`src/rtl/csr_bridge_pkg.sv`:
```
package csr_bridge_pkg;
    localparam int CSR_DW   = 32;
    localparam int BIT_BUSY = 31;
    localparam int BIT_RNW  = 30;
    localparam int BIT_UP   = 29;
    localparam int BIT_DOWN = 28;
    localparam int BIT_ERR  = 27;

    typedef enum logic [0:0] {
        ST_IDLE,
        ST_ACCESS
    } seq_state_e;

    typedef struct packed {
        logic cmd_wr;
        logic data_wr;
        logic win_wr;
        logic data_rd;
    } host_ev_t;
endpackage

```
`src/rtl/csr_host_decode.sv`:
```
module csr_host_decode
    import csr_bridge_pkg::*;
#(
    parameter int HOST_AW = 10,
    localparam int WIN_AW = HOST_AW - 1
) (
    input  logic               host_wr,
    input  logic               host_rd,
    input  logic [HOST_AW-1:0] host_addr,
    output host_ev_t           ev,
    output logic               sel_cmd,
    output logic               sel_data,
    output logic [WIN_AW-1:0]  win_off
);
    logic in_win;

    always_comb begin
        in_win     = host_addr[HOST_AW-1];
        win_off    = host_addr[WIN_AW-1:0];
        sel_cmd    = !in_win && (win_off == WIN_AW'(0));
        sel_data   = !in_win && (win_off == WIN_AW'(1));
        ev.cmd_wr  = host_wr && sel_cmd;
        ev.data_wr = host_wr && sel_data;
        ev.win_wr  = host_wr && in_win;
        ev.data_rd = host_rd && !host_wr && sel_data;
    end
endmodule

```
`src/rtl/csr_addr_step.sv`:
```
module csr_addr_step #(
    parameter int AW = 16
) (
    input  logic [AW-1:0] addr,
    input  logic          up,
    input  logic          down,
    output logic [AW-1:0] nxt,
    output logic          stepping
);
    always_comb begin
        stepping = up ^ down;
        if (up && !down) begin
            nxt = addr + AW'(1);
        end else if (down && !up) begin
            nxt = addr - AW'(1);
        end else begin
            nxt = addr;
        end
    end
endmodule

```
`src/rtl/csr_seq_fsm.sv`:
```
module csr_seq_fsm
    import csr_bridge_pkg::*;
#(
    parameter int FAB_AW = 16,
    parameter int WIN_AW = 9
) (
    input  logic              clk,
    input  logic              rst_n,
    input  host_ev_t          ev,
    input  logic [CSR_DW-1:0] wdata,
    input  logic [WIN_AW-1:0] win_off,
    input  logic [FAB_AW-1:0] step_addr,
    input  logic              stepping,
    input  logic              bank_ack,
    input  logic [CSR_DW-1:0] bank_rdata,
    output logic              busy,
    output logic              bank_req,
    output logic              bank_we,
    output logic [FAB_AW-1:0] addr_q,
    output logic              rnw_q,
    output logic              up_q,
    output logic              down_q,
    output logic              err_q,
    output logic [CSR_DW-1:0] data_q
);
    seq_state_e st, st_nx;
    logic       go_cmd, go_step, start, any_wr;

    always_comb begin
        go_cmd  = ev.cmd_wr && wdata[BIT_BUSY];
        go_step = ev.data_rd && rnw_q && stepping;
        start   = go_cmd || ev.win_wr || go_step;
        any_wr  = ev.cmd_wr || ev.data_wr || ev.win_wr;
    end

    // next-state logic
    always_comb begin
        st_nx = st;
        unique case (st)
            ST_IDLE:   if (start)    st_nx = ST_ACCESS;
            ST_ACCESS: if (bank_ack) st_nx = ST_IDLE;
        endcase
    end

    // state register
    always_ff @(posedge clk or negedge rst_n) begin
        if (!rst_n) st <= ST_IDLE;
        else        st <= st_nx;
    end

    // outputs
    always_comb begin
        busy     = (st == ST_ACCESS);
        bank_req = busy;
        bank_we  = busy && !rnw_q;
    end

    // command and data holding registers
    always_ff @(posedge clk or negedge rst_n) begin
        if (!rst_n) begin
            addr_q <= '0;
            rnw_q  <= 1'b0;
            up_q   <= 1'b0;
            down_q <= 1'b0;
            err_q  <= 1'b0;
            data_q <= '0;
        end else if (st == ST_IDLE) begin
            if (ev.cmd_wr) begin
                addr_q <= wdata[FAB_AW-1:0];
                rnw_q  <= wdata[BIT_RNW];
                up_q   <= wdata[BIT_UP];
                down_q <= wdata[BIT_DOWN];
                if (wdata[BIT_ERR]) err_q <= 1'b0;
            end else if (ev.data_wr) begin
                data_q <= wdata;
            end else if (ev.win_wr) begin
                data_q <= wdata;
                addr_q <= FAB_AW'(win_off);
                rnw_q  <= 1'b0;
            end else if (go_step) begin
                addr_q <= step_addr;
            end
        end else begin
            if (any_wr) err_q <= 1'b1;
            if (bank_ack && rnw_q) data_q <= bank_rdata;
        end
    end
endmodule

```
`src/rtl/csr_bridge.sv`:
```
module csr_bridge
    import csr_bridge_pkg::*;
#(
    parameter int HOST_AW = 10,
    parameter int FAB_AW  = 16,
    localparam int WIN_AW = HOST_AW - 1
) (
    input  logic               clk,
    input  logic               rst_n,
    input  logic               host_wr,
    input  logic               host_rd,
    input  logic [HOST_AW-1:0] host_addr,
    input  logic [31:0]        host_wdata,
    output logic [31:0]        host_rdata,
    output logic               bank_req,
    output logic               bank_we,
    output logic [FAB_AW-1:0]  bank_addr,
    output logic [31:0]        bank_wdata,
    input  logic [31:0]        bank_rdata,
    input  logic               bank_ack
);
    host_ev_t          ev;
    logic              sel_cmd, sel_data;
    logic [WIN_AW-1:0] win_off;
    logic [FAB_AW-1:0] addr_q, step_addr;
    logic              stepping, busy, rnw_q, up_q, down_q, err_flag;
    logic [CSR_DW-1:0] data_q;

    csr_host_decode #(.HOST_AW(HOST_AW)) u_dec (
        .host_wr  (host_wr),
        .host_rd  (host_rd),
        .host_addr(host_addr),
        .ev       (ev),
        .sel_cmd  (sel_cmd),
        .sel_data (sel_data),
        .win_off  (win_off)
    );

    csr_addr_step #(.AW(FAB_AW)) u_step (
        .addr    (addr_q),
        .up      (up_q),
        .down    (down_q),
        .nxt     (step_addr),
        .stepping(stepping)
    );

    csr_seq_fsm #(.FAB_AW(FAB_AW), .WIN_AW(WIN_AW)) u_fsm (
        .clk       (clk),
        .rst_n     (rst_n),
        .ev        (ev),
        .wdata     (host_wdata),
        .win_off   (win_off),
        .step_addr (step_addr),
        .stepping  (stepping),
        .bank_ack  (bank_ack),
        .bank_rdata(bank_rdata),
        .busy      (busy),
        .bank_req  (bank_req),
        .bank_we   (bank_we),
        .addr_q    (addr_q),
        .rnw_q     (rnw_q),
        .up_q      (up_q),
        .down_q    (down_q),
        .err_q     (err_flag),
        .data_q    (data_q)
    );

    always_comb begin
        bank_addr  = addr_q;
        bank_wdata = data_q;
        host_rdata = '0;
        if (sel_cmd) begin
            host_rdata[BIT_BUSY]     = busy;
            host_rdata[BIT_RNW]      = rnw_q;
            host_rdata[BIT_UP]       = up_q;
            host_rdata[BIT_DOWN]     = down_q;
            host_rdata[BIT_ERR]      = err_flag;
            host_rdata[FAB_AW-1:0]   = addr_q;
        end else if (sel_data) begin
            host_rdata = data_q;
        end
    end
endmodule

```
`config.mk`:
```
export PLATFORM = sky130hd
export DESIGN_NAME = csr_bridge
export DESIGN_NICKNAME = d
export VERILOG_FILES = /design/src/rtl/csr_bridge_pkg.sv /design/src/rtl/csr_host_decode.sv /design/src/rtl/csr_addr_step.sv /design/src/rtl/csr_seq_fsm.sv /design/src/rtl/csr_bridge.sv
export SDC_FILE = /design/constraint.sdc
export NUM_CORES = 1
export LEC_CHECK = 0
export BUFFER_PORTS_ARGS = -buffer_cell sky130_fd_sc_hd__buf_2
export CAP_MARGIN = 10
export CORE_ASPECT_RATIO = 1.4
export CORE_MARGIN = 3
export CORE_UTILIZATION = 44
export DETAILED_ROUTE_END_ITERATION = 8
export GPL_TIMING_DRIVEN = 0
export PLACE_DENSITY = 0.78
export SLEW_MARGIN = 30
export SYNTH_ARGS = -nofsm -noshare
export SYNTH_HDL_FRONTEND = slang
export SYNTH_SLANG_ARGS = --single-unit
```
`constraint.sdc`:
```
create_clock -name clk -period 2.7 [get_ports clk]
set_input_delay 0.135 -clock clk [delete_from_list [all_inputs] [get_ports clk]]
set_output_delay 0.135 -clock clk [all_outputs]
set_load 0.05 [all_outputs]
```
### Yosys cells after proc, flatten, opt, wreduce, memory -nomap -nowiden

Index checks and enable logic that the tools add are counted.

| storage, ports and cells | value |
|---|---|
| bits of input ports | 79 |
| logic and storage cells | 76 |
| bits in latches | 0 |
| memories kept | 0 |
| register bits after elaboration | 53 |
| output and inout bits | 82 |
| bits in read-only memories | 0 |
| memory bits (writable) | 0 |

| cells by class | value |
|---|---|
| muxes and demuxes | 25 |
| equal/unequal tests | 5 |
| $lt $le $gt $ge | 0 |
| multiply operators | 0 |
| div/mod/pow operators | 0 |
| reduce and logical (&&, ||, !) cells | 35 |
| bitwise operators | 2 |
| shift operators | 0 |
| $add $sub $neg | 2 |

Operators by type and width:

| operator | count |
|---|---|
| $mux W32 | 6 |
| $mux W16 | 7 |
| $add A16 B1 Y16 const B | 1 |
| $sub A16 B1 Y16 const B | 1 |
| $logic_and A1 B1 Y1 | 14 |
| $mux W11 | 1 |
| $eq A9 B1 Y1 const B | 1 |
| $logic_not A9 Y1 | 1 |
| $mux W1 | 9 |
| $reduce_and A3 Y1 | 3 |
| $ne A2 B2 Y1 const B | 3 |
| $reduce_bool A2 Y1 | 3 |
| $reduce_bool A3 Y1 | 2 |
| $logic_not A1 Y1 | 5 |
| $mux W5 | 1 |
| $logic_or A1 B1 Y1 | 4 |
| $reduce_and A4 Y1 | 1 |
| $reduce_bool A4 Y1 | 1 |
| $ne A2 B1 Y1 const B | 1 |
| $pmux W1 S2 | 1 |
| $reduce_and A2 Y1 | 1 |
| $not A1 Y1 | 1 |
| $xor A1 B1 Y1 | 1 |

### Logic depth before layout (Yosys ltp)

Gate-level depths: netlist (run 1).

| depth | value |
|---|---|
| word-level depth | 9 |
| mapped depth | 12 |
| mapped depth without buffers | 11 |

### Cells and area by module

A second synthesis (run 1) with hierarchy kept.

| unflattened totals | value |
|---|---|
| cells, all modules | 388 |
| area total of the unflattened synthesis | 3663.5 um2 |

Modules (own cells, without submodules):

| module | cells an instance | area an instance (um2) | seq. area each (um2) | times used |
|---|---|---|---|---|
| csr_seq_fsm | 239 | 2616.3 | 1326.3 | 1 |
| csr_addr_step | 86 | 575.6 | 0.0 | 1 |
| csr_bridge | 42 | 322.8 | 0.0 | 1 |
| csr_host_decode | 21 | 148.9 | 0.0 | 1 |

### Least setup slack after synthesis (run 1)

Ideal clock, no wire load.

| path | value |
|---|---|
| path kind | register to register |
| from | register u_fsm.down_q |
| to | register u_fsm.addr_q[13] |
| buffers on the path | 0 |
| path slack | 0.083 ns |
| clock period less this slack | 2.617 ns |
| stages on the path, launching flop included | 12 |
| library setup time | 0.128 ns |
| data arrival time | 2.489 ns |
| required time | 2.572 ns |
| path through | dfrtp_1 -> inv_1 -> ha_1 -> inv_1 -> ha_1 -> a2111oi_0 -> o21ai_0 -> nand4_1 -> a31oi_1 -> a31o_2 -> xnor2_1 -> o21ai_0 |

| between the ends | value |
|---|---|
| cells in the longest elaborated chain, start to end | 7 |
| elaborated cells between the ends (all ways) | 13 |
| classes of those cells | mux (5); bitwise (1); reduce/logical (7) |

Ends and longest elaborated chain:

| what | RTL line | text |
|---|---|---|
| from (decl) | csr_seq_fsm.sv:22 | `output logic down_q,` |
| from (signal assigned) | csr_seq_fsm.sv:72 | `down_q <= wdata[BIT_DOWN];` |
| $logic_not A1 Y1 | csr_addr_step.sv:12 | `if (up && !down) begin` |
| $logic_and A1 B1 Y1 | csr_addr_step.sv:12 |  |
| $mux W16 | csr_addr_step.sv:12 |  |
| $mux W16 | csr_seq_fsm.sv:80 | `end else if (go_step) begin` |
| $mux W16 | csr_seq_fsm.sv:76 | `end else if (ev.win_wr) begin` |
| $mux W16 | csr_seq_fsm.sv:74 | `end else if (ev.data_wr) begin` |
| $mux W16 | csr_seq_fsm.sv:68 | `if (ev.cmd_wr) begin` |
| to (signal assigned) | csr_seq_fsm.sv:69 | `addr_q <= wdata[FAB_AW-1:0];` |
| to (signal assigned) | csr_seq_fsm.sv:78 | `addr_q <= FAB_AW'(win_off);` |
| to (signal assigned) | csr_seq_fsm.sv:81 | `addr_q <= step_addr;` |
| to (decl) | csr_seq_fsm.sv:19 | `output logic [FAB_AW-1:0] addr_q,` |

Parallel ways exist; a longest one is shown, timed or not. The select of a mux whose other input is x is not followed.
A chain may end at the register's enable or synchronous reset.

### Final worst setup path (run 1)

| path | value |
|---|---|
| from | register u_fsm.down_q |
| to | register u_fsm.addr_q[8] |

The elaborated chain is that of the path after synthesis.

==> impl_summary.md, run 1 <==
Status
The flow ran to the end, and the final reports show no timing, DRC or antenna violations.

Detailed routing
The final wirelength is 12.45 mm. Dividing the detail-routed via count by the number of cells gives 5.590. In this run the remaining antenna-violating nets after routing total 0. The iteration-0 DRC count of the detailed router is 214. The detailed router placed 4008 vias in this run. The detailed-router iteration count before antenna repair is 4.

The post-detailed-route DRC marker count is 0. The routed wirelength normalized by instance count is 17.36 µm.

Yosys
In this run, distinct cell masters in the synthesized netlist total 57. The number of instances in the synthesized netlist is 439. Yosys mapped a number of flops with a built-in enable equal to 0. For this run, the leading register cell type out of synthesis is sky130_fd_sc_hd__dfrtp_1. After synthesis the cells add up to 3797 µm². Counting flops and latches in the post-synthesis netlist gives 53.

Of the synthesized area, sequential elements account for 34.93%. The number of nets handed over by synthesis was 535. Yosys printed 0 warnings. The async set or reset register ratio after synthesis is 100.0%. The mean instance size in the synthesized netlist is 8.650 µm².

Timing
Based on the critical path, the design can be clocked at up to 371.7 MHz. The relative max-transition margin is 40.97%. The total count of max-transition violations in the final report is 0.

In the final timing run, aggregate negative setup slack is 0 ps. Final hold analysis gives a worst-case slack of 37.24 ps. The total count of hold-check failures in the final report is 0.

The transition at the pin with the smallest max-transition slack is 885.4 ps. For the final database, setup skew stands at 5.969 ps. The ratio of final minimum period to clock period is 99.65%.

The final-report setup violation count is 0. The final critical delay including setup and external delays is 2691 ps.

Global routing
Entering global routing, the biggest net connects 54 pins. The number of antenna violations at the first check in global routing was 0. Summed over all layers, the global routing overflow is 0. The total routing usage reported by global routing is 24.27%.

The first global-routing pass estimated 19.04 mm of wire. The via count of the first global-routing pass came to 3831.

Setup path
STA puts the critical path data arrival time at 2870 ps. The critical path in this run is classified as reg -> reg. The category of the worst setup path launch point is a flop.

For the worst setup path, the data required time is 2880 ps. In this run the worst path has a maximum fanout of 4. The kind of capture point of the worst setup path is a flop.

Worst hold path
The worst min-delay path class is in -> reg.

Finish
The register area is 1326 µm². The final cell count without fillers is 717. In the final layout, the share of cells above drive strength 1 is 35.28%.

The number of antenna diodes in the final layout is 0. In the final layout, the multi-input gates occupy 2482 µm². The library cells used most frequently in the layout, excluding fill and tap cells, are sky130_fd_sc_hd__buf_2 (168), sky130_fd_sc_hd__nor2_1 (73), sky130_fd_sc_hd__mux2i_1 (57). In the final design database the tool counted 710 nets. Fill cells in the final layout number 747. The layout overhead on the synthesized area is 35.02%.

The most common cell after layout, fill and taps aside is sky130_fd_sc_hd__buf_2. The utilization after layout is 61.81%.

CTS
TritonCTS created 5 clock buffers. The worst-skew pair later-pin latency is 300 ps. The root buffer cell is sky130_fd_sc_hd__clkbuf_16. The TritonCTS clock tree is yes. The clock passes through at most 2 buffers. Counting every sink on the clock net gives 53. The CTS H-tree depth is 2.

After clock tree synthesis, the clock-pin slew on the worst setup and hold paths is 70 ps.

Placement
The number of input and output port buffers inserted is 159. The half-perimeter wire length after detailed placement is 9.297 mm. The number of placed instances, taps included is 700. The final estimated routing congestion in global placement is 0.9248.

Floorplan
The die covers 9797 µm². 161 I/O pins were placed. In this run the core area contains 39 standard-cell rows. From left edge to right edge, the die measures 84.52 µm.

The vertical extent of the die is 115.9 µm. The floorplan step defined a core boundary enclosing 8295 µm². For this configuration, the core starts out at a cell density of 45.78%.

Power and ir drop
The static power due to leakage is 2.557 nW. The total power divided by cell area is 1041 nW/µm². The peak supply drop is 0.0005825 V.

Run
The number of violations of the max-capacitance limit is 0.
## cell families after synthesis
group | Yosys count | share of synthesized area [%]
AO/OA/AOI/OAI | 110 | 17.40
buffers and inverters | 34 | 4.086
XOR/XNOR | 9 | 2.076
AND/OR/NAND/NOR | 158 | 20.40
multiplexers | 58 | 15.32
adder cells (fa/ha/maj) | 17 | 5.799
flip-flops | 53 | 34.93
## cell usage after synthesis, types with 3 or more instances
| cell | count | share of area [%] |
|---|---|---|
| sky130_fd_sc_hd__a211oi_1 | 4 | 0.79 |
| sky130_fd_sc_hd__a21o_1 | 7 | 1.4 |
| sky130_fd_sc_hd__a21oi_1 | 51 | 6.7 |
| sky130_fd_sc_hd__a31oi_1 | 4 | 0.66 |
| sky130_fd_sc_hd__and3_1 | 13 | 2.1 |
| sky130_fd_sc_hd__buf_1 | 4 | 0.40 |
| sky130_fd_sc_hd__buf_2 | 10 | 1.3 |
| sky130_fd_sc_hd__clkbuf_1 | 10 | 0.99 |
| sky130_fd_sc_hd__dfrtp_1 | 53 | 35 |
| sky130_fd_sc_hd__ha_1 | 16 | 5.3 |
| sky130_fd_sc_hd__inv_1 | 7 | 0.69 |
| sky130_fd_sc_hd__mux2i_1 | 57 | 15 |
| sky130_fd_sc_hd__nand2_1 | 28 | 2.8 |
| sky130_fd_sc_hd__nand3_1 | 5 | 0.66 |
| sky130_fd_sc_hd__nand4_1 | 3 | 0.49 |
| sky130_fd_sc_hd__nor2_1 | 73 | 7.2 |
| sky130_fd_sc_hd__nor2b_1 | 4 | 0.66 |
| sky130_fd_sc_hd__nor3b_1 | 4 | 0.79 |
| sky130_fd_sc_hd__o211ai_1 | 7 | 1.4 |
| sky130_fd_sc_hd__o21ai_0 | 18 | 2.4 |
| sky130_fd_sc_hd__o21ai_1 | 4 | 0.53 |
| sky130_fd_sc_hd__or3_1 | 6 | 0.99 |
| sky130_fd_sc_hd__xnor2_1 | 5 | 1.2 |
| sky130_fd_sc_hd__xor2_1 | 4 | 0.92 |
## through the flow
stage	setup slack, ps	instance area (µm²)	total power (W)
finish	9.347	5127	0.005336
floorplan	82.91	3797	0.003661
global placement	-392.7	4721	0.004312
global route	-109.7	5127	0.005658
CTS	-43.39	4938	0.005123
detailed placement	-473.6	4723	0.004398
## power breakdown
| group | switching [W] | internal (W) |
|---|---|---|
| Combinational | 0.00218 | 0.00114 |
| Sequential | 0.000285 | 0.00108 |
| Clock | 0.000299 | 0.000346 |
## per-layer routing
metal / vias up / routed length [µm] / GRT usage [%]
met5: - / 0 / 0
met4: 0 / 208 / 7.497
met3: 14 / 741 / 4.125
met2: 148 / 6586 / 44.33
met1: 1911 / 4908 / 29.04
li1: 1935 / - / -
## repair_timing
| item | 4_1_cts | 5_1_grt |
|---|---|---|
| gates resized for setup | 8 | 23 |
| pin swaps | 0 | 14 |
| buffers inserted | 4 | 5 |
| setup endpoints to repair | 12 | 10 |
| hold buffers | 1 | 0 |
| endpoints found under the hold margin | 53 | 0 |
## critical path, cell delays in order (launching register included)
cell                         delay (ps)
sky130_fd_sc_hd__dfrtp_1            390
sky130_fd_sc_hd__inv_2               80
sky130_fd_sc_hd__ha_4               160
sky130_fd_sc_hd__clkinvlp_4         130
sky130_fd_sc_hd__buf_12             160
sky130_fd_sc_hd__ha_4               240
sky130_fd_sc_hd__nor2b_1            140
sky130_fd_sc_hd__o21ai_0            270
sky130_fd_sc_hd__a21oi_1            140
sky130_fd_sc_hd__o221ai_2           300
sky130_fd_sc_hd__xnor2_1            170
sky130_fd_sc_hd__mux2i_1            110
sky130_fd_sc_hd__o311ai_0           270
## path summary, 6_finish.rpt
kind	depth (start not counted)	end	slack, ps	start
max in group asynchronous	2	u_fsm.data_q[12]$_DFFE_PN0P_	1800	rst_n
min in group asynchronous	2	u_fsm.data_q[0]$_DFFE_PN0P_	430	rst_n
min reg2reg	2	u_fsm.addr_q[7]$_DFFE_PN0P_	550	u_fsm.addr_q[7]$_DFFE_PN0P_
min	2	u_fsm.bank_req$_DFF_PN0_	40	bank_ack
max reg2reg	12	u_fsm.addr_q[8]$_DFFE_PN0P_	9	u_fsm.down_q$_DFFE_PN0P_
max	12	u_fsm.addr_q[8]$_DFFE_PN0P_	9	u_fsm.down_q$_DFFE_PN0P_
## area by class of cell
type,count,share of cell area [%]
Multi-Input combinational cell,352,48.41
Inverter,8,0.6589
Timing Repair Buffer,169,17.47
Sequential cell,53,25.87
Clock buffer,7,2.587
Clock inverter,1,0.1464
Buffer,25,2.367
Tap cell,102,2.489
## flip-flops by register name, indices dropped and copies added, names as in the netlist
name,flops
u_fsm.up_q,1
u_fsm.addr_q,16
u_fsm.bank_req,1
u_fsm.err_q,1
u_fsm.rnw_q,1
u_fsm.down_q,1
u_fsm.data_q,32
Note: power is estimated with default switching activity, not from simulation.
==> run 2, diff against run 1 <==
--- a/config.mk
+++ b/config.mk
@@ -7,12 +7,14 @@
 export LEC_CHECK = 0
 export BUFFER_PORTS_ARGS = -buffer_cell sky130_fd_sc_hd__buf_2
 export CAP_MARGIN = 10
+export CELL_PAD_IN_SITES_DETAIL_PLACEMENT = 0
+export CELL_PAD_IN_SITES_GLOBAL_PLACEMENT = 1
 export CORE_ASPECT_RATIO = 1.4
 export CORE_MARGIN = 3
-export CORE_UTILIZATION = 44
+export CORE_UTILIZATION = 31
 export DETAILED_ROUTE_END_ITERATION = 8
 export GPL_TIMING_DRIVEN = 0
-export PLACE_DENSITY = 0.78
+export PLACE_DENSITY = 0.77
 export SLEW_MARGIN = 30
 export SYNTH_ARGS = -nofsm -noshare
 export SYNTH_HDL_FRONTEND = slang
==> run 2 against run 1 <==
Clock skew down 1.8 ps. First-iteration DRC count up 9.8%. Combinational power about the same. Worst setup slack better by 73 ps. Fmax up 2.8%. Non-clock buffer count down 1. Critical path type unchanged. Critical endpoint is now u_fsm.addr_q[13]$_DFFE_PN0P_.
==> impl_summary.md, run 2 (same netlist as run 1, synthesis figures left out) <==
Timing
The top achievable clock speed came to 382.0 MHz (was 371.7 MHz). The final worst-path setup slack is 82.23 ps (was 9.347 ps). The relative max-transition margin came to 34.40% (was 40.97%). The total count of max-transition violations in the final report came to 0 (unchanged).

The total count of hold-check failures in the final report is 0 (unchanged). The final-report setup violation count is 0 (unchanged). Setup repair after global routing could not meet its margin everywhere. The worst clock skew on the final layout is 4.122 ps (was 5.969 ps). The transition at the pin with the smallest max-transition slack is 984.0 ps (was 885.4 ps). The ratio of final minimum period to clock period was 96.95% (was 99.65%). The final critical delay including setup and external delays is 2618 ps (was 2691 ps).

Status
Status: finished, final reports clean (unchanged).

Finish
The share of post-route cells with drive strength above 1 is 35.67% (was 35.28%). The register with the most flip-flops is u_fsm.data_q (unchanged). The layout filler cell count is 1201 (was 747).

The layout overhead on the synthesized area came to 37.66% (was 35.02%). Registers with the most flip-flops: u_fsm.data_q: 32 flops, u_fsm.addr_q: 16 flops (unchanged). The most common cell after layout, fill and taps aside is sky130_fd_sc_hd__buf_2 (unchanged).

The register area is 1326 µm² (unchanged). Most used cells in the layout excluding fill and tap cells: sky130_fd_sc_hd__buf_2 (168), sky130_fd_sc_hd__nor2_1 (73), sky130_fd_sc_hd__mux2i_1 (57) (unchanged). The flip-flop count of the largest register, all copies and words added was 32 (unchanged).

The number of antenna cells inserted is 0 (unchanged). The final net count is 709 (was 710). The total area of multi-input combinational cells is 2510 µm² (was 2482 µm²).

Floorplan
The area of the core region is 11880 µm² (was 8295 µm²). The number of primary I/O pins is 161 (unchanged). The die area is 13630 µm² (was 9797 µm²). The horizontal die dimension is 99.54 µm (was 84.52 µm).

The vertical extent of the die is 137.0 µm (was 115.9 µm). The number of rows created at floorplan is 47 (was 39). The initial cell density of the core was 31.97% (was 45.78%).

CTS
The clock-pin slew of the registers on the worst-case setup and hold paths is 70 ps (about the same). The total clock sinks came to 53 (unchanged). The worst-skew pair later-pin latency came to 300 ps (about the same). The TritonCTS buffer count was 5 (unchanged). The CTS H-tree depth is 2 (unchanged).

The TritonCTS clock tree is yes (unchanged). The deepest clock path buffer count came to 2 (unchanged). The root buffer cell is sky130_fd_sc_hd__clkbuf_16 (unchanged).

Global routing
The via count of the first global-routing pass came to 3852 (was 3831). The overall overflow remaining after global route is 0 (unchanged). The pin count of the biggest net entering global routing is 54 (unchanged). The wire length of the first global-routing pass came to 19.80 mm (was 19.04 mm). The number of antenna violations at the first check in global routing is 0 (unchanged).

The total routing usage reported by global routing came to 18.51% (was 24.27%).

Detailed routing
The iteration-0 DRC count of the detailed router is 235 (was 214). The via count normalized by instance count is 5.234 (was 5.590). The post-detailed-route DRC marker count is 0 (unchanged). The detailed-router iteration count before antenna repair is 5 (was 4). The routed wirelength normalized by instance count came to 17.36 µm (about the same). The antenna violation net count after detailed routing is 0 (unchanged). The overall via count from detail_route was 3983 (was 4008). The final wirelength came to 13.21 mm (was 12.45 mm).

Setup path
The data required time at the worst endpoint came to 2930 ps (was 2880 ps). The category of the worst setup path launch point was a flop (unchanged). The arrival time of the worst setup path came to 2840 ps (was 2870 ps). The depth of the worst register-to-register path came to 11 (was 12). The kind of capture point of the worst setup path was a flop (unchanged). The beginning of the worst register-to-register path is u_fsm.down_q$_DFFE_PN0P_ (unchanged).

The reg-to-reg endpoint is u_fsm.addr_q[13]$_DFFE_PN0P_ (was u_fsm.addr_q[8]$_DFFE_PN0P_). The biggest fanout along the worst timing path was 7 (was 4). The classification of the worst setup path is reg -> reg (unchanged). The worst-case register-to-register setup slack is 80 ps (was 9 ps).

Placement
The number of input and output port buffers inserted is 159 (unchanged). The half-perimeter wire length after detailed placement is 10.05 mm (was 9.297 mm). The post-placement setup slack is -489.3 ps (was -473.6 ps). The final estimated routing congestion in global placement is 0.8278 (was 0.9248).

Run
The number of violations of the max-capacitance limit is 0 (unchanged).

Power and ir drop
The static power due to leakage came to 2.574 nW (was 2.557 nW). The total power divided by cell area is 1047 nW/µm² (was 1041 nW/µm²). The power after layout is 0.005472 W (was 0.005336 W). The peak supply drop is 0.0005251 V (was 0.0005825 V).

Worst hold path
The worst min-delay path startpoint is bank_ack (unchanged). The worst min-delay path class is in -> reg (unchanged). The endpoint of the worst hold path is u_fsm.bank_req$_DFF_PN0_ (unchanged). The cell depth of the worst min-delay path came to 2 (unchanged).
run 2: changes by cell type in the layout (fill, tap and decap cells not counted), sizes merged:
cell	delta
clkinvlp	-1
buf	-1
bufinv	+1
run 2: worst max-delay path by stage:
stage / endpoint / slack [ps] / start
after floorplan: u_fsm.addr_q[13]$_DFFE_PN0P_ / 80 / u_fsm.down_q$_DFFE_PN0P_
after global placement: u_fsm.addr_q[13]$_DFFE_PN0P_ / -470 / u_fsm.down_q$_DFFE_PN0P_
after detailed placement: u_fsm.addr_q[13]$_DFFE_PN0P_ / -490 / u_fsm.down_q$_DFFE_PN0P_
after CTS: u_fsm.addr_q[13]$_DFFE_PN0P_ / -70 / u_fsm.down_q$_DFFE_PN0P_
after global routing: u_fsm.addr_q[12]$_DFFE_PN0P_ / -50 / u_fsm.down_q$_DFFE_PN0P_
final: u_fsm.addr_q[13]$_DFFE_PN0P_ / 80 / u_fsm.down_q$_DFFE_PN0P_
run 2: worst max-delay path, cell delays in order, from the launching register on:
cell	delay, ps
sky130_fd_sc_hd__dfrtp_1	390
sky130_fd_sc_hd__inv_2	90
sky130_fd_sc_hd__ha_4	160
sky130_fd_sc_hd__clkinvlp_4	250
sky130_fd_sc_hd__buf_8	230
sky130_fd_sc_hd__ha_2	310
sky130_fd_sc_hd__or3_1	370
sky130_fd_sc_hd__o21ai_1	150
sky130_fd_sc_hd__a31oi_4	90
sky130_fd_sc_hd__a31o_4	260
sky130_fd_sc_hd__xnor2_2	120
sky130_fd_sc_hd__o21ai_1	120
run 2: where the power goes:
part / switching (W) / internal [W]
Clock: 0.000305 / 0.000464
Combinational: 0.00218 / 0.00114
Sequential: 0.000298 / 0.00108
run 2: final cells by class:
type                            count  share of cell area [%]
Sequential cell                    53                   25.37
Clock buffer                        7                   2.729
Multi-Input combinational cell    352                   48.01
Tap cell                          147                   3.518
Inverter                            8                  0.6462
Buffer                             25                   2.322
Clock inverter                      1                  0.5744
Timing Repair Buffer              168                   16.83
run 2: repair_timing:
action / in CTS / in global routing
resized for setup: 7 / 31
endpoints found under the setup margin: 12 / 10
hold endpoints to repair: 53 / 0
hold buffers: 1 / 0
buffers inserted: 2 / 6
pin swaps: 0 / 14
run 2: per-stage QoR:
stage	utilization, %	hold slack (ps)	setup TNS, ps	instances	cell area (µm²)
2_1_floorplan	-	-160.6	0	439	3797
3_3_place_gp	40.21	338.2	-2776	745	4777
3_5_place_dp	40.24	247.0	-3211	745	4780
4_1_cts	42.12	25.57	-66.18	755	5004
5_1_grt	44.01	46.34	-163.0	761	5228
6_report	44.01	34.99	0	761	5228
run 2: routing by layer:
| metal | share of wire (%) | wire length [µm] | up-vias | track usage, % |
|---|---|---|---|---|
| li1 | - | - | 1934 | - |
| met1 | 40 | 5246 | 1898 | 21.90 |
| met2 | 52 | 6871 | 135 | 34.01 |
| met3 | 6.1 | 805 | 16 | 2.601 |
| met4 | 2.2 | 285 | 0 | 6.226 |
| met5 | 0 | 0 | - | 0 |
==> run 3, diff against run 2 <==
--- a/config.mk
+++ b/config.mk
@@ -11,10 +11,10 @@
 export CELL_PAD_IN_SITES_GLOBAL_PLACEMENT = 1
 export CORE_ASPECT_RATIO = 1.4
 export CORE_MARGIN = 3
-export CORE_UTILIZATION = 31
+export CORE_UTILIZATION = 35
 export DETAILED_ROUTE_END_ITERATION = 8
 export GPL_TIMING_DRIVEN = 0
-export PLACE_DENSITY = 0.77
+export PLACE_DENSITY = 0.82
 export SLEW_MARGIN = 30
 export SYNTH_ARGS = -nofsm -noshare
 export SYNTH_HDL_FRONTEND = slang
==> constraint.sdc (replaced) <==
create_clock -name clk -period 3 [get_ports clk]
set_input_delay 0.15 -clock clk [delete_from_list [all_inputs] [get_ports clk]]
set_output_delay 0.15 -clock clk [all_outputs]
set_load 0.05 [all_outputs]
==> run 3 against run 2 <==
Core utilization is 3.9 points higher. Flip-flop and latch count stayed put. Worst setup slack better by 130 ps. Critical path type unchanged. Sequential power is 12% lower. Largest cell class unchanged. Register-to-register slack better by 130 ps. Via count is 0.58% lower. Clock power is 11% lower.
==> impl_summary.md, run 3 (same netlist as run 1, synthesis figures left out) <==
Floorplan
The area of the core region is 10460 µm² (was 11880 µm²). The die area was 12150 µm² (was 13630 µm²). The initial cell density of the core came to 36.30% (was 31.97%). The vertical extent of the die is 129.2 µm (was 137.0 µm).

The horizontal die dimension is 94.03 µm (was 99.54 µm). The number of primary I/O pins is 161 (unchanged). The number of rows created at floorplan is 44 (was 47).

Placement
The half-perimeter wire length after detailed placement came to 9.740 mm (was 10.05 mm). The number of input and output port buffers inserted came to 159 (unchanged). The final estimated routing congestion in global placement is 0.8596 (was 0.8278).

CTS
The deepest clock path buffer count came to 2 (unchanged). The clock-pin slew of the registers on the worst-case setup and hold paths is 70 ps (about the same). The root buffer cell is sky130_fd_sc_hd__clkbuf_16 (unchanged). The worst-skew pair later-pin latency was 300 ps (about the same). The TritonCTS clock tree is yes (unchanged).

The TritonCTS buffer count came to 5 (unchanged). The CTS H-tree depth is 2 (unchanged). The total clock sinks is 53 (unchanged).

Finish
The final net count is 705 (was 709). The number of antenna cells inserted is 0 (unchanged). Registers with the most flip-flops: u_fsm.data_q: 32 flops, u_fsm.addr_q: 16 flops (unchanged). The register with the most flip-flops was u_fsm.data_q (unchanged). The flip-flop count of the largest register, all copies and words added came to 32 (unchanged). The utilization after layout was 47.93% (was 44.01%). The layout overhead on the synthesized area is 32.03% (was 37.66%). The most common cell after layout, fill and taps aside was sky130_fd_sc_hd__buf_2 (unchanged).

Most used cells in the layout excluding fill and tap cells: sky130_fd_sc_hd__buf_2 (168), sky130_fd_sc_hd__nor2_1 (73), sky130_fd_sc_hd__mux2i_1 (57) (unchanged). The share of post-route cells with drive strength above 1 is 32.62% (was 35.67%).

Timing
The transition at the pin with the smallest max-transition slack is 921.7 ps (was 984.0 ps). The top achievable clock speed is 359.3 MHz (was 382.0 MHz). The ratio of final minimum period to clock period came to 92.78% (was 96.95%). The worst hold slack across all endpoints is 56.86 ps (was 34.99 ps). The total count of max-transition violations in the final report came to 0 (unchanged). The relative max-transition margin is 38.56% (was 34.40%). The final-report setup violation count was 0 (unchanged).

The final critical delay including setup and external delays is 2783 ps (was 2618 ps). The total count of hold-check failures in the final report is 0 (unchanged). The worst clock skew on the final layout is 6.414 ps (was 4.122 ps).

Global routing
The overall overflow remaining after global route came to 0 (unchanged). The via count of the first global-routing pass came to 4006 (was 3852). The pin count of the biggest net entering global routing was 54 (unchanged).

The total routing usage reported by global routing came to 20.95% (was 18.51%). The wire length of the first global-routing pass is 19.98 mm (was 19.80 mm). The number of antenna violations at the first check in global routing came to 0 (unchanged).

Power and ir drop
The cell-internal power came to 0.002291 W (was 0.002689 W). The sequential cell fraction of total power is 25.9% (was 25.2%). The share of total power consumed by net switching was 51.13% (was 50.86%). The clock network power share was 14.6% (was 14.1%).

The total power divided by cell area is 935.0 nW/µm² (was 1047 nW/µm²). The power after layout came to 0.004688 W (was 0.005472 W). The static power due to leakage is 2.528 nW (was 2.574 nW). The peak supply drop is 0.0003832 V (was 0.0005251 V). The net load switching power is 0.002397 W (was 0.002783 W). The logic gate share of total power came to 59.5% (was 60.8%).

Setup path
The arrival time of the worst setup path is 3000 ps (was 2840 ps). The beginning of the worst register-to-register path was u_fsm.down_q$_DFFE_PN0P_ (unchanged). The launching element of the worst setup path is u_fsm.down_q$_DFFE_PN0P_ (unchanged).

The kind of capture point of the worst setup path is a flop (unchanged). The data required time at the worst endpoint was 3220 ps (was 2930 ps). The category of the worst setup path launch point was a flop (unchanged).

The classification of the worst setup path is reg -> reg (unchanged). The biggest fanout along the worst timing path is 6 (was 7).

Status
Status: finished, final reports clean (unchanged).

Detailed routing
The via count normalized by instance count is 5.294 (was 5.234). The final wirelength is 12.87 mm (was 13.21 mm). The iteration-0 DRC count of the detailed router is 146 (was 235). The overall via count from detail_route is 3960 (was 3983).

The post-detailed-route DRC marker count is 0 (unchanged). The antenna violation net count after detailed routing is 0 (unchanged). The detailed-router iteration count before antenna repair came to 4 (was 5).

The routed wirelength normalized by instance count was 17.20 µm (was 17.36 µm).

Worst hold path
The worst min-delay path startpoint is bank_ack (unchanged). The worst min-delay path class is in -> reg (unchanged).

Run
The number of violations of the max-capacitance limit was 0 (unchanged).
run 3: cell count changes in the layout (fill, tap and decap cells not counted), moves of 3 or more:
cell	delta
sky130_fd_sc_hd__ha_2	-3
sky130_fd_sc_hd__ha_4	-7
sky130_fd_sc_hd__o21ai_0	+5
sky130_fd_sc_hd__buf_4	-3
sky130_fd_sc_hd__o21ai_1	-4
sky130_fd_sc_hd__ha_1	+10
run 3: path summary, 6_finish.rpt:
kind / depth (start not counted) / slack (ps) / end
worst max-delay path: 11 / 220 / u_fsm.addr_q[13]$_DFFE_PN0P_
worst min-delay path: 2 / 60 / u_fsm.bank_req$_DFF_PN0_
worst max register to register: 11 / 220 / u_fsm.addr_q[13]$_DFFE_PN0P_
worst min register to register: 2 / 550 / u_fsm.data_q[25]$_DFFE_PN0P_
max in group asynchronous: 2 / 2080 / u_fsm.addr_q[15]$_DFFE_PN0P_
min in group asynchronous: 2 / 450 / u_fsm.data_q[1]$_DFFE_PN0P_
run 3: metal layers:
metal	global-route usage [%]	wire length [µm]	up-vias
li1	-	-	1916
met1	24.69	5180	1898
met2	37.72	6641	130
met3	4.181	777	16
met4	6.973	267	0
met5	0	0	-
run 3: power by group through the flow:
stage / clock network [W] / logic [W] / registers [W]
finish: 0.000685 / 0.00279 / 0.00122
global route: 0.000733 / 0.00301 / 0.00126
CTS: 0.000707 / 0.00274 / 0.00122
detailed placement: 0 / 0.00273 / 0.00123
global placement: 0 / 0.00269 / 0.00121
floorplan: 0 / 0.00122 / 0.00207
run 3: worst max-delay path, stage by stage (launching register included):
cell	delay, ps
sky130_fd_sc_hd__dfrtp_1	380
sky130_fd_sc_hd__inv_1	120
sky130_fd_sc_hd__ha_4	210
sky130_fd_sc_hd__clkinvlp_4	170
sky130_fd_sc_hd__ha_1	390
sky130_fd_sc_hd__a2111oi_2	390
sky130_fd_sc_hd__o21ai_1	160
sky130_fd_sc_hd__nand4_1	160
sky130_fd_sc_hd__a31oi_2	170
sky130_fd_sc_hd__a31o_2	290
sky130_fd_sc_hd__xnor2_1	110
sky130_fd_sc_hd__o21ai_0	140
run 3: area by class of cell:
| cell class | instances | area, µm² |
|---|---|---|
| Inverter | 8 | 33.78 |
| Fill cell | 1057 | 5446 |
| Multi-Input combinational cell | 352 | 2352 |
| Timing Repair Buffer | 163 | 830.8 |
| Clock buffer | 7 | 142.6 |
| Tap cell | 138 | 172.7 |
| Buffer | 26 | 125.1 |
| Clock inverter | 1 | 30.03 |
| Sequential cell | 53 | 1326 |
run 3: per-stage QoR:
step	setup WS [ps]	TNS, ps	cell area (µm²)	instances
2_1_floorplan	382.9	0	3797	439
3_3_place_gp	-138.8	-190.3	4766	736
6_report	216.6	0	5014	748
4_1_cts	102.6	0	4980	748
3_5_place_dp	-155.4	-463.6	4768	736
5_1_grt	-20.56	-20.56	5014	748
run 3: repair_timing:
| item | 4_1_cts | 5_1_grt |
|---|---|---|
| hold buffers | 1 | 0 |
| pin swaps | 0 | 0 |
| hold endpoints to repair | 53 | 0 |
| endpoints found under the setup margin | 7 | 4 |
| gates cloned | 0 | 0 |
| resized for setup | 2 | 7 |
| setup buffers | 3 | 0 |
